===== src/rtl/ptw_pkg.sv =====
package ptw_pkg;
  localparam int unsigned DW         = 32;
  localparam int unsigned IDX_W      = 7;
  localparam int unsigned ENT_LOG2   = 2;
  localparam int unsigned TBL_ALIGN  = IDX_W + ENT_LOG2;
  localparam int unsigned ROOT_LSB   = DW - IDX_W;
  localparam int unsigned PTR_LSB    = ROOT_LSB - IDX_W;
  localparam int unsigned PG_SH_S    = 12;
  localparam int unsigned PG_SH_L    = 13;
  localparam int unsigned PGI_W_S    = PTR_LSB - PG_SH_S;
  localparam int unsigned PGI_W_L    = PTR_LSB - PG_SH_L;
  localparam int unsigned STAT_LSB   = 12;

  localparam int unsigned B_WP    = 2;
  localparam int unsigned B_USED  = 3;
  localparam int unsigned B_MOD   = 4;
  localparam int unsigned B_SUPER = 7;

  typedef enum logic [2:0] {
    CAUSE_NONE    = 3'd0,
    CAUSE_INVALID = 3'd1,
    CAUSE_WPROT   = 3'd2,
    CAUSE_SUPER   = 3'd3,
    CAUSE_BUS     = 3'd4
  } cause_t;

  typedef enum logic [2:0] {
    S_IDLE, S_RD_ROOT, S_WB_ROOT, S_RD_PTR, S_WB_PTR, S_RD_PAGE, S_RD_IND, S_WB_PAGE
  } wstate_t;
endpackage


===== src/rtl/ptw_entry_addr.sv =====
module ptw_entry_addr
  import ptw_pkg::*;
(
  input  logic [1:0]    level,
  input  logic [DW-1:0] base,
  input  logic [DW-1:0] va,
  input  logic          big,
  output logic [DW-1:0] ent
);
  logic unused_bits;
  assign unused_bits = ^{base[ENT_LOG2+PGI_W_L-1:0], va[PG_SH_S-1:0]};

  always_comb begin
    unique case (level)
      2'd0: ent = {base[DW-1:TBL_ALIGN], va[DW-1:ROOT_LSB], {ENT_LOG2{1'b0}}};
      2'd1: ent = {base[DW-1:TBL_ALIGN], va[ROOT_LSB-1:PTR_LSB], {ENT_LOG2{1'b0}}};
      default: begin
        if (big)
          ent = {base[DW-1:PGI_W_L+ENT_LOG2], va[PTR_LSB-1:PG_SH_L], {ENT_LOG2{1'b0}}};
        else
          ent = {base[DW-1:PGI_W_S+ENT_LOG2], va[PTR_LSB-1:PG_SH_S], {ENT_LOG2{1'b0}}};
      end
    endcase
  end
endmodule


===== src/rtl/ptw_page_eval.sv =====
module ptw_page_eval
  import ptw_pkg::*;
(
  input  logic [DW-1:0] desc,
  input  logic [DW-1:0] va,
  input  logic          big,
  input  logic          store,
  input  logic          debug,
  input  logic          sup,
  input  logic          code,
  input  logic          wp_upper,
  output logic          need_wb,
  output logic [DW-1:0] wb_val,
  output logic [DW-1:0] pa,
  output logic          flt,
  output cause_t        flt_cause,
  output logic          wr_ok,
  output logic [DW-1:0] status
);
  logic wp_all;
  logic unused_bits;
  assign unused_bits = ^{desc[1:0], desc[PG_SH_S-1:B_SUPER+1]};

  assign wp_all = wp_upper | desc[B_WP];

  always_comb begin
    if (store && !desc[B_WP]) begin
      need_wb = !(desc[B_MOD] && desc[B_USED]);
      wb_val  = desc | (DW'(1) << B_MOD) | (DW'(1) << B_USED);
    end else begin
      need_wb = !desc[B_USED];
      wb_val  = desc | (DW'(1) << B_USED);
    end
    if (debug) need_wb = 1'b0;
  end

  always_comb begin
    if (big) pa = {desc[DW-1:PG_SH_L], va[PG_SH_L-1:0]};
    else     pa = {desc[DW-1:PG_SH_S], va[PG_SH_S-1:0]};
  end

  always_comb begin
    flt       = 1'b0;
    flt_cause = CAUSE_NONE;
    if (store && wp_all) begin
      flt       = 1'b1;
      flt_cause = CAUSE_WPROT;
    end else if (desc[B_SUPER] && !sup) begin
      flt       = 1'b1;
      flt_cause = CAUSE_SUPER;
    end
  end

  assign wr_ok  = !wp_all && !code && !flt;
  assign status = {pa[DW-1:STAT_LSB], 4'b0000, desc[B_SUPER:B_USED], wp_all, 1'b0, 1'b1};
endmodule


===== src/rtl/ptw_walker.sv =====
module ptw_walker
  import ptw_pkg::*;
(
  input  logic          clk,
  input  logic          rst,
  input  logic          start,
  input  logic [31:0]   vaddr,
  input  logic          is_super,
  input  logic          is_code,
  input  logic          is_store,
  input  logic          is_probe,
  input  logic          is_debug,
  input  logic [31:0]   user_root,
  input  logic [31:0]   super_root,
  input  logic          big_page,
  output logic          mem_req,
  output logic          mem_we,
  output logic [31:0]   mem_addr,
  output logic [31:0]   mem_wdata,
  input  logic [31:0]   mem_rdata,
  input  logic          mem_ack,
  input  logic          mem_err,
  output logic          done,
  output logic          fault,
  output logic [2:0]    cause,
  output logic [31:0]   phys_addr,
  output logic          pg_big,
  output logic          perm_wr,
  output logic [31:0]   probe_status
);
  wstate_t st, st_n;
  logic [DW-1:0] va_q, desc_q, addr_q, wdata_q;
  logic [DW-1:0] desc_n, addr_n, wdata_n;
  logic sup_q, code_q, store_q, probe_q, dbg_q, big_q, wp_q, wp_n;

  logic          is_rd;
  logic [DW-1:0] cur_desc;
  logic [1:0]    ag_level;
  logic [DW-1:0] ag_base, ag_va, ag_ent;
  logic          ag_big;

  logic          pe_need_wb, pe_flt, pe_wr_ok;
  logic [DW-1:0] pe_wb_val, pe_pa, pe_status;
  cause_t        pe_cause;

  logic          fin, fin_flt, fin_perm, descend, leaf, page_end;
  cause_t        fin_cause;
  logic [DW-1:0] fin_pa, fin_stat;

  assign is_rd    = (st == S_RD_ROOT) || (st == S_RD_PTR) || (st == S_RD_PAGE) || (st == S_RD_IND);
  assign cur_desc = is_rd ? mem_rdata : desc_q;

  always_comb begin
    if (st == S_IDLE)                               ag_level = 2'd0;
    else if ((st == S_RD_ROOT) || (st == S_WB_ROOT)) ag_level = 2'd1;
    else                                            ag_level = 2'd2;
  end
  assign ag_base = (st == S_IDLE) ? (is_super ? super_root : user_root) : cur_desc;
  assign ag_va   = (st == S_IDLE) ? vaddr : va_q;
  assign ag_big  = (st == S_IDLE) ? big_page : big_q;

  ptw_entry_addr u_addr (
    .level (ag_level),
    .base  (ag_base),
    .va    (ag_va),
    .big   (ag_big),
    .ent   (ag_ent)
  );

  ptw_page_eval u_page (
    .desc      (cur_desc),
    .va        (va_q),
    .big       (big_q),
    .store     (store_q),
    .debug     (dbg_q),
    .sup       (sup_q),
    .code      (code_q),
    .wp_upper  (wp_q),
    .need_wb   (pe_need_wb),
    .wb_val    (pe_wb_val),
    .pa        (pe_pa),
    .flt       (pe_flt),
    .flt_cause (pe_cause),
    .wr_ok     (pe_wr_ok),
    .status    (pe_status)
  );

  always_comb begin
    st_n      = st;
    addr_n    = addr_q;
    wdata_n   = wdata_q;
    desc_n    = desc_q;
    wp_n      = wp_q;
    fin       = 1'b0;
    fin_flt   = 1'b0;
    fin_cause = CAUSE_NONE;
    fin_pa    = '0;
    fin_perm  = 1'b0;
    fin_stat  = {{(DW-3){1'b0}}, wp_q, 2'b00};
    descend   = 1'b0;
    leaf      = 1'b0;
    page_end  = 1'b0;

    unique case (st)
      S_IDLE: begin
        if (start) begin
          st_n   = S_RD_ROOT;
          addr_n = ag_ent;
          wp_n   = 1'b0;
        end
      end
      S_RD_ROOT, S_RD_PTR: begin
        if (mem_ack) begin
          if (mem_err) begin
            fin = 1'b1; fin_flt = 1'b1; fin_cause = CAUSE_BUS;
          end else if (!mem_rdata[1]) begin
            fin = 1'b1; fin_flt = 1'b1; fin_cause = CAUSE_INVALID;
          end else begin
            desc_n = mem_rdata;
            if (!mem_rdata[B_USED] && !dbg_q) begin
              wdata_n = mem_rdata | (DW'(1) << B_USED);
              st_n    = (st == S_RD_ROOT) ? S_WB_ROOT : S_WB_PTR;
            end else begin
              descend = 1'b1;
            end
          end
        end
      end
      S_WB_ROOT, S_WB_PTR: begin
        if (mem_ack) begin
          if (mem_err) begin
            fin = 1'b1; fin_flt = 1'b1; fin_cause = CAUSE_BUS;
          end else begin
            descend = 1'b1;
          end
        end
      end
      S_RD_PAGE: begin
        if (mem_ack) begin
          if (mem_err) begin
            fin = 1'b1; fin_flt = 1'b1; fin_cause = CAUSE_BUS;
          end else if (mem_rdata[1:0] == 2'b00) begin
            fin = 1'b1; fin_flt = 1'b1; fin_cause = CAUSE_INVALID;
          end else if (mem_rdata[1:0] == 2'b10) begin
            addr_n = {mem_rdata[DW-1:ENT_LOG2], {ENT_LOG2{1'b0}}};
            st_n   = S_RD_IND;
          end else begin
            leaf = 1'b1;
          end
        end
      end
      S_RD_IND: begin
        if (mem_ack) begin
          if (mem_err) begin
            fin = 1'b1; fin_flt = 1'b1; fin_cause = CAUSE_BUS;
          end else begin
            leaf = 1'b1;
          end
        end
      end
      S_WB_PAGE: begin
        if (mem_ack) begin
          if (mem_err) begin
            fin = 1'b1; fin_flt = 1'b1; fin_cause = CAUSE_BUS;
          end else begin
            page_end = 1'b1;
          end
        end
      end
      default: st_n = S_IDLE;
    endcase

    if (descend) begin
      wp_n = wp_q | cur_desc[B_WP];
      if (cur_desc[B_WP] && store_q) begin
        fin = 1'b1; fin_flt = 1'b1; fin_cause = CAUSE_WPROT;
        fin_stat = {{(DW-3){1'b0}}, 1'b1, 2'b00};
      end else begin
        addr_n = ag_ent;
        st_n   = ((st == S_RD_ROOT) || (st == S_WB_ROOT)) ? S_RD_PTR : S_RD_PAGE;
      end
    end

    if (leaf) begin
      desc_n = mem_rdata;
      if (pe_need_wb) begin
        wdata_n = pe_wb_val;
        st_n    = S_WB_PAGE;
      end else begin
        page_end = 1'b1;
      end
    end

    if (page_end) begin
      fin       = 1'b1;
      fin_flt   = pe_flt;
      fin_cause = pe_cause;
      fin_pa    = pe_flt ? '0 : pe_pa;
      fin_perm  = pe_wr_ok;
      fin_stat  = pe_status;
    end

    if (fin) st_n = S_IDLE;
  end

  always_ff @(posedge clk) begin
    if (rst) begin
      st           <= S_IDLE;
      va_q         <= '0;
      desc_q       <= '0;
      addr_q       <= '0;
      wdata_q      <= '0;
      wp_q         <= 1'b0;
      sup_q        <= 1'b0;
      code_q       <= 1'b0;
      store_q      <= 1'b0;
      probe_q      <= 1'b0;
      dbg_q        <= 1'b0;
      big_q        <= 1'b0;
      done         <= 1'b0;
      fault        <= 1'b0;
      cause        <= 3'd0;
      phys_addr    <= '0;
      pg_big       <= 1'b0;
      perm_wr      <= 1'b0;
      probe_status <= '0;
    end else begin
      st      <= st_n;
      addr_q  <= addr_n;
      wdata_q <= wdata_n;
      desc_q  <= desc_n;
      wp_q    <= wp_n;
      done    <= fin;
      if ((st == S_IDLE) && start) begin
        va_q    <= vaddr;
        sup_q   <= is_super;
        code_q  <= is_code;
        store_q <= is_store;
        probe_q <= is_probe;
        dbg_q   <= is_debug;
        big_q   <= big_page;
      end
      if (fin) begin
        fault     <= fin_flt;
        cause     <= fin_cause;
        phys_addr <= fin_pa;
        perm_wr   <= fin_perm;
        pg_big    <= big_q;
        if (probe_q) probe_status <= fin_stat;
      end
    end
  end

  assign mem_req   = (st != S_IDLE);
  assign mem_we    = (st == S_WB_ROOT) || (st == S_WB_PTR) || (st == S_WB_PAGE);
  assign mem_addr  = addr_q;
  assign mem_wdata = wdata_q;

  AST_DONE_PULSE: assert property (@(posedge clk) disable iff (rst)
    done |=> !done);
  AST_DEBUG_NO_WRITE: assert property (@(posedge clk) disable iff (rst)
    (mem_req && mem_we) |-> !dbg_q);
  AST_WB_USED: assert property (@(posedge clk) disable iff (rst)
    (mem_req && mem_we) |-> mem_wdata[B_USED]);
  AST_STORE_WRITABLE: assert property (@(posedge clk) disable iff (rst)
    (done && !fault && store_q) |-> perm_wr);
  AST_ADDR_HOLD: assert property (@(posedge clk) disable iff (rst)
    (mem_req && !mem_ack) |=> $stable(mem_addr));
  AST_FAULT_CODED: assert property (@(posedge clk) disable iff (rst)
    (done && fault) |-> (cause != 3'd0));
endmodule


===== config.mk =====
export PLATFORM = sky130hd
export DESIGN_NAME = ptw_walker
export DESIGN_NICKNAME = d
export VERILOG_FILES = /design/src/rtl/ptw_pkg.sv /design/src/rtl/ptw_entry_addr.sv /design/src/rtl/ptw_page_eval.sv /design/src/rtl/ptw_walker.sv
export SDC_FILE = /design/constraint.sdc
export NUM_CORES = 1
export LEC_CHECK = 0
export BUFFER_PORTS_ARGS = -buffer_cell sky130_fd_sc_hd__buf_2
export CORE_ASPECT_RATIO = 1.75
export CORE_MARGIN = 1.5
export CORE_UTILIZATION = 30
export DETAILED_ROUTE_END_ITERATION = 8
export GPL_ROUTABILITY_DRIVEN = 0
export MAX_ROUTING_LAYER = met4
export SYNTH_ARGS = -nofsm -noshare
export SYNTH_HDL_FRONTEND = slang
export SYNTH_HIERARCHICAL = 1
export SYNTH_SLANG_ARGS = --single-unit

===== constraint.sdc =====
create_clock -name clk -period 4.25 [get_ports clk]
set_clock_uncertainty 0.15 [all_clocks]
set_input_delay 1.0625 -clock clk [delete_from_list [all_inputs] [get_ports clk]]
set_output_delay 1.0625 -clock clk [all_outputs]
set_load 0.01 [all_outputs]

==> results.sh <==
export IMPL_status="finished, final reports clean"
export IMPL_startpoint_type="flop"
export IMPL_p_clk_frac=0.421
export IMPL_via_per_inst=4.957
export IMPL_post_cts_buffers=0
export IMPL_power_switching_mw=1.352
export IMPL_r2r_slack_ps=750
export IMPL_p_per_area_nw_per_um2=406.8
export IMPL_drt_total_wl_mm=33.45
export IMPL_grtUsageTotal=0.1907
export IMPL_place_detailed_hpwl_mm=23.01
export IMPL_dr_pass1_iters=5
export IMPL_multi_input_area_um2=4798
export IMPL_p_int_mw=3.537
export IMPL_fin_nets=1462
export IMPL_die_h_um=248.6
export IMPL_dieArea_um2=35630
export IMPL_wl_met1_mm=12.51
export IMPL_grt_pass1_vias=8859
export IMPL_numCtsBuffers=23
export IMPL_worstPathArrival_ps=3770
export IMPL_clkLatencyLatePin_ps=530
export IMPL_crit_start="st[0]"
export IMPL_drt_wirelength_per_cell_um=18.61
export IMPL_power_leakage_nw=5.727
export IMPL_globalRoute_totalOverflow=0
export IMPL_slowest_stage="and3_2"
export IMPL_ctsResizeCount=0
export IMPL_syn_cell_area_um2=10340
export IMPL_r2r_end="probe_status[18]"
export IMPL_critPathTopFamily="compound AO/OA/AOI/OAI gates"
export IMPL_design_area_um2=12020
export IMPL_top_layer_used="met4"
export IMPL_antenna_left=0
export IMPL_cts_root_buf="clkbuf_16"
export IMPL_vias=8908
export IMPL_worstPathCellList="a21boi_1 -> nor2_4 -> mux2_2 -> or3b_1 -> a21oi_1 -> nand2b_1 -> a2bb2oi_1 -> nor2_1 -> and3_2 -> a22o_1"
export IMPL_syn2layout_area_growth_pct=16.21
export IMPL_dpl_instance_area_um2=11250
export IMPL_cts_max_level=1
export IMPL_p_sw_frac=0.2765
export IMPL_row_count=89
export IMPL_ff2ff_path_depth=10
export IMPL_synth_cells=1219
export IMPL_cts_reportedPaths_clkPinSlew_ps=70
export IMPL_hold_class="flop to flop"
export IMPL_endpoint="probe_status[18]"
export IMPL_cts_tree="yes"
export IMPL_first_iter_violations=483
export IMPL_register_area_um2=4184
export IMPL_tightest_slew_ps=962.5
export IMPL_r2r_start="st[0]"
export IMPL_finalCritPeriodShare=0.8235
export IMPL_final_hold_viol_count=0
export IMPL_antenna_found_initial=3
export IMPL_max_freq_mhz=285.7
export IMPL_hold_buffers=0
export IMPL_drc_errors=0
export IMPL_cp_data_required_time_ps=4520
export IMPL_max_slew_margin=0.3583
export IMPL_drive_above_1_share=0.2848
export IMPL_power_frac_comb=0.156
export IMPL_yosys_warnings=6
export IMPL_rsz0062_at_grt="no"
export IMPL_nFillCells=3570
export IMPL_worst_path_max_fanout=27
export IMPL_path_class="flop to flop"
export IMPL_critical_path_max_stage_delay_ps=520
export IMPL_initial_core_util=0.3054
export IMPL_die_x_um=143.3
export IMPL_io_pins=276
export IMPL_avgSynthCellArea_um2=8.482
export IMPL_met2_length_mm=17.90
export IMPL_core_area_um2=33850
export IMPL_io_buffers=261
export IMPL_ir_drop_mv=0.2814
export IMPL_grt_pass1_wl_mm=50.46
export IMPL_critPathBufInv=0
export IMPL_grt_max_degree=78
export IMPL_report_final_slew_viol_count=0
export IMPL_cp_depth=10
export IMPL_seqPwrFrac=0.424
export IMPL_crit_path_end_kind="flop"
export IMPL_tns_ps=0
export IMPL_maxCapViolations=0
export IMPL_finalSetupViolCount=0
export IMPL_met3_wirelength_mm=1.541
export IMPL_fin_crit_ps=3500
export IMPL_clockBufferDepth=3
export IMPL_numClockSinks=209
metal layers:
layer | vias to the layer above | global-route usage
li1 | 4294 | -
met1 | 4238 | 0.1981
met2 | 302 | 0.3463
met4 | 0 | 0.09738
met5 | - | -
met3 | 74 | 0.02330
worst min path at each step:
stage | startpoint | end | slack (ps) | cells past startpoint
2_1_floorplan | desc_q[2] | desc_q[2] | 280 | 2
3_3_place_gp | desc_q[26] | desc_q[26] | 280 | 2
3_5_place_dp | desc_q[22] | desc_q[22] | 290 | 2
4_1_cts | desc_q[22] | desc_q[22] | 300 | 2
5_1_grt | desc_q[3] | desc_q[3] | 320 | 2
6_report | desc_q[20] | desc_q[20] | 300 | 2
layout by cell type (no fill, tap or decap), drive strengths merged, types with 2 or more instances in the layout:
master,instances
bufinv,3
nand3b,3
a311oi,2
inv,40
nor2,42
diode,4
a22o,63
clkinvlp,2
o21ai,13
nor3,8
nand3,4
and2,2
clkinv,7
o2bb2ai,2
mux2i,77
xnor2,2
dfxtp,209
nand2b,6
o32ai,30
and3,32
a21o,2
and3b,2
nand2,238
buf,288
o311a,3
or2,4
a21oi,109
a211oi,32
or3b,4
mux2,31
conb,10
o21a,27
clkbuf,27
worst register-to-register path, cell delays in order (launching register included):
cell and delay [ps]:
dfxtp_1 360, a21boi_1 350, nor2_4 90, mux2_2 310
or3b_1 360, a21oi_1 330, nand2b_1 90, a2bb2oi_1 290
nor2_1 170, and3_2 520, a22o_1 360
state kept, by name, indices dropped and copies added, names as in the netlist, 3 cells and up:
name / flops
phys_addr: 32
mem_wdata: 32
desc_q: 32
probe_status: 32
st: 3
cause: 3
va_q: 32
mem_addr: 32
area by class of cell:
| type | instances | share of cell area |
|---|---|---|
| repair buffers | 288 | 0.1289 |
| inverters | 39 | 0.01218 |
| clock buffers | 27 | 0.05081 |
| clock inverters | 13 | 0.01239 |
| well taps | 455 | 0.04738 |
| flip-flops and latches | 209 | 0.3482 |
| diodes | 4 | 0.0008330 |
| multi-input cells | 762 | 0.3993 |
power by group through the flow:
| stage | combinational [mW] | clock (mW) | sequential, mW |
|---|---|---|---|
| 6_report | 0.760 | 2.06 | 2.07 |
| 5_1_grt | 0.835 | 2.18 | 2.08 |
| 4_1_cts | 0.767 | 2.13 | 2.07 |
| 3_5_place_dp | 0.764 | 0 | 2.11 |
| 3_3_place_gp | 0.756 | 0 | 2.11 |
| 2_1_floorplan | 0.609 | 0 | 2.13 |
through the flow:
step	hold WS (ps)	util	power, mW	instances	worst slack (ps)
3_3_place_gp	284.5	0.3322	2.867	1753	375.5
5_1_grt	318.4	0.3549	5.097	1796	563.7
2_1_floorplan	277.2	-	2.736	1226	696.0
6_report	297.5	0.3550	4.888	1797	750.1
4_1_cts	299.2	0.3547	4.967	1793	761.9
3_5_place_dp	289.9	0.3322	2.877	1753	322.5
No activity file was read; power rests on OpenSTA's default activity.
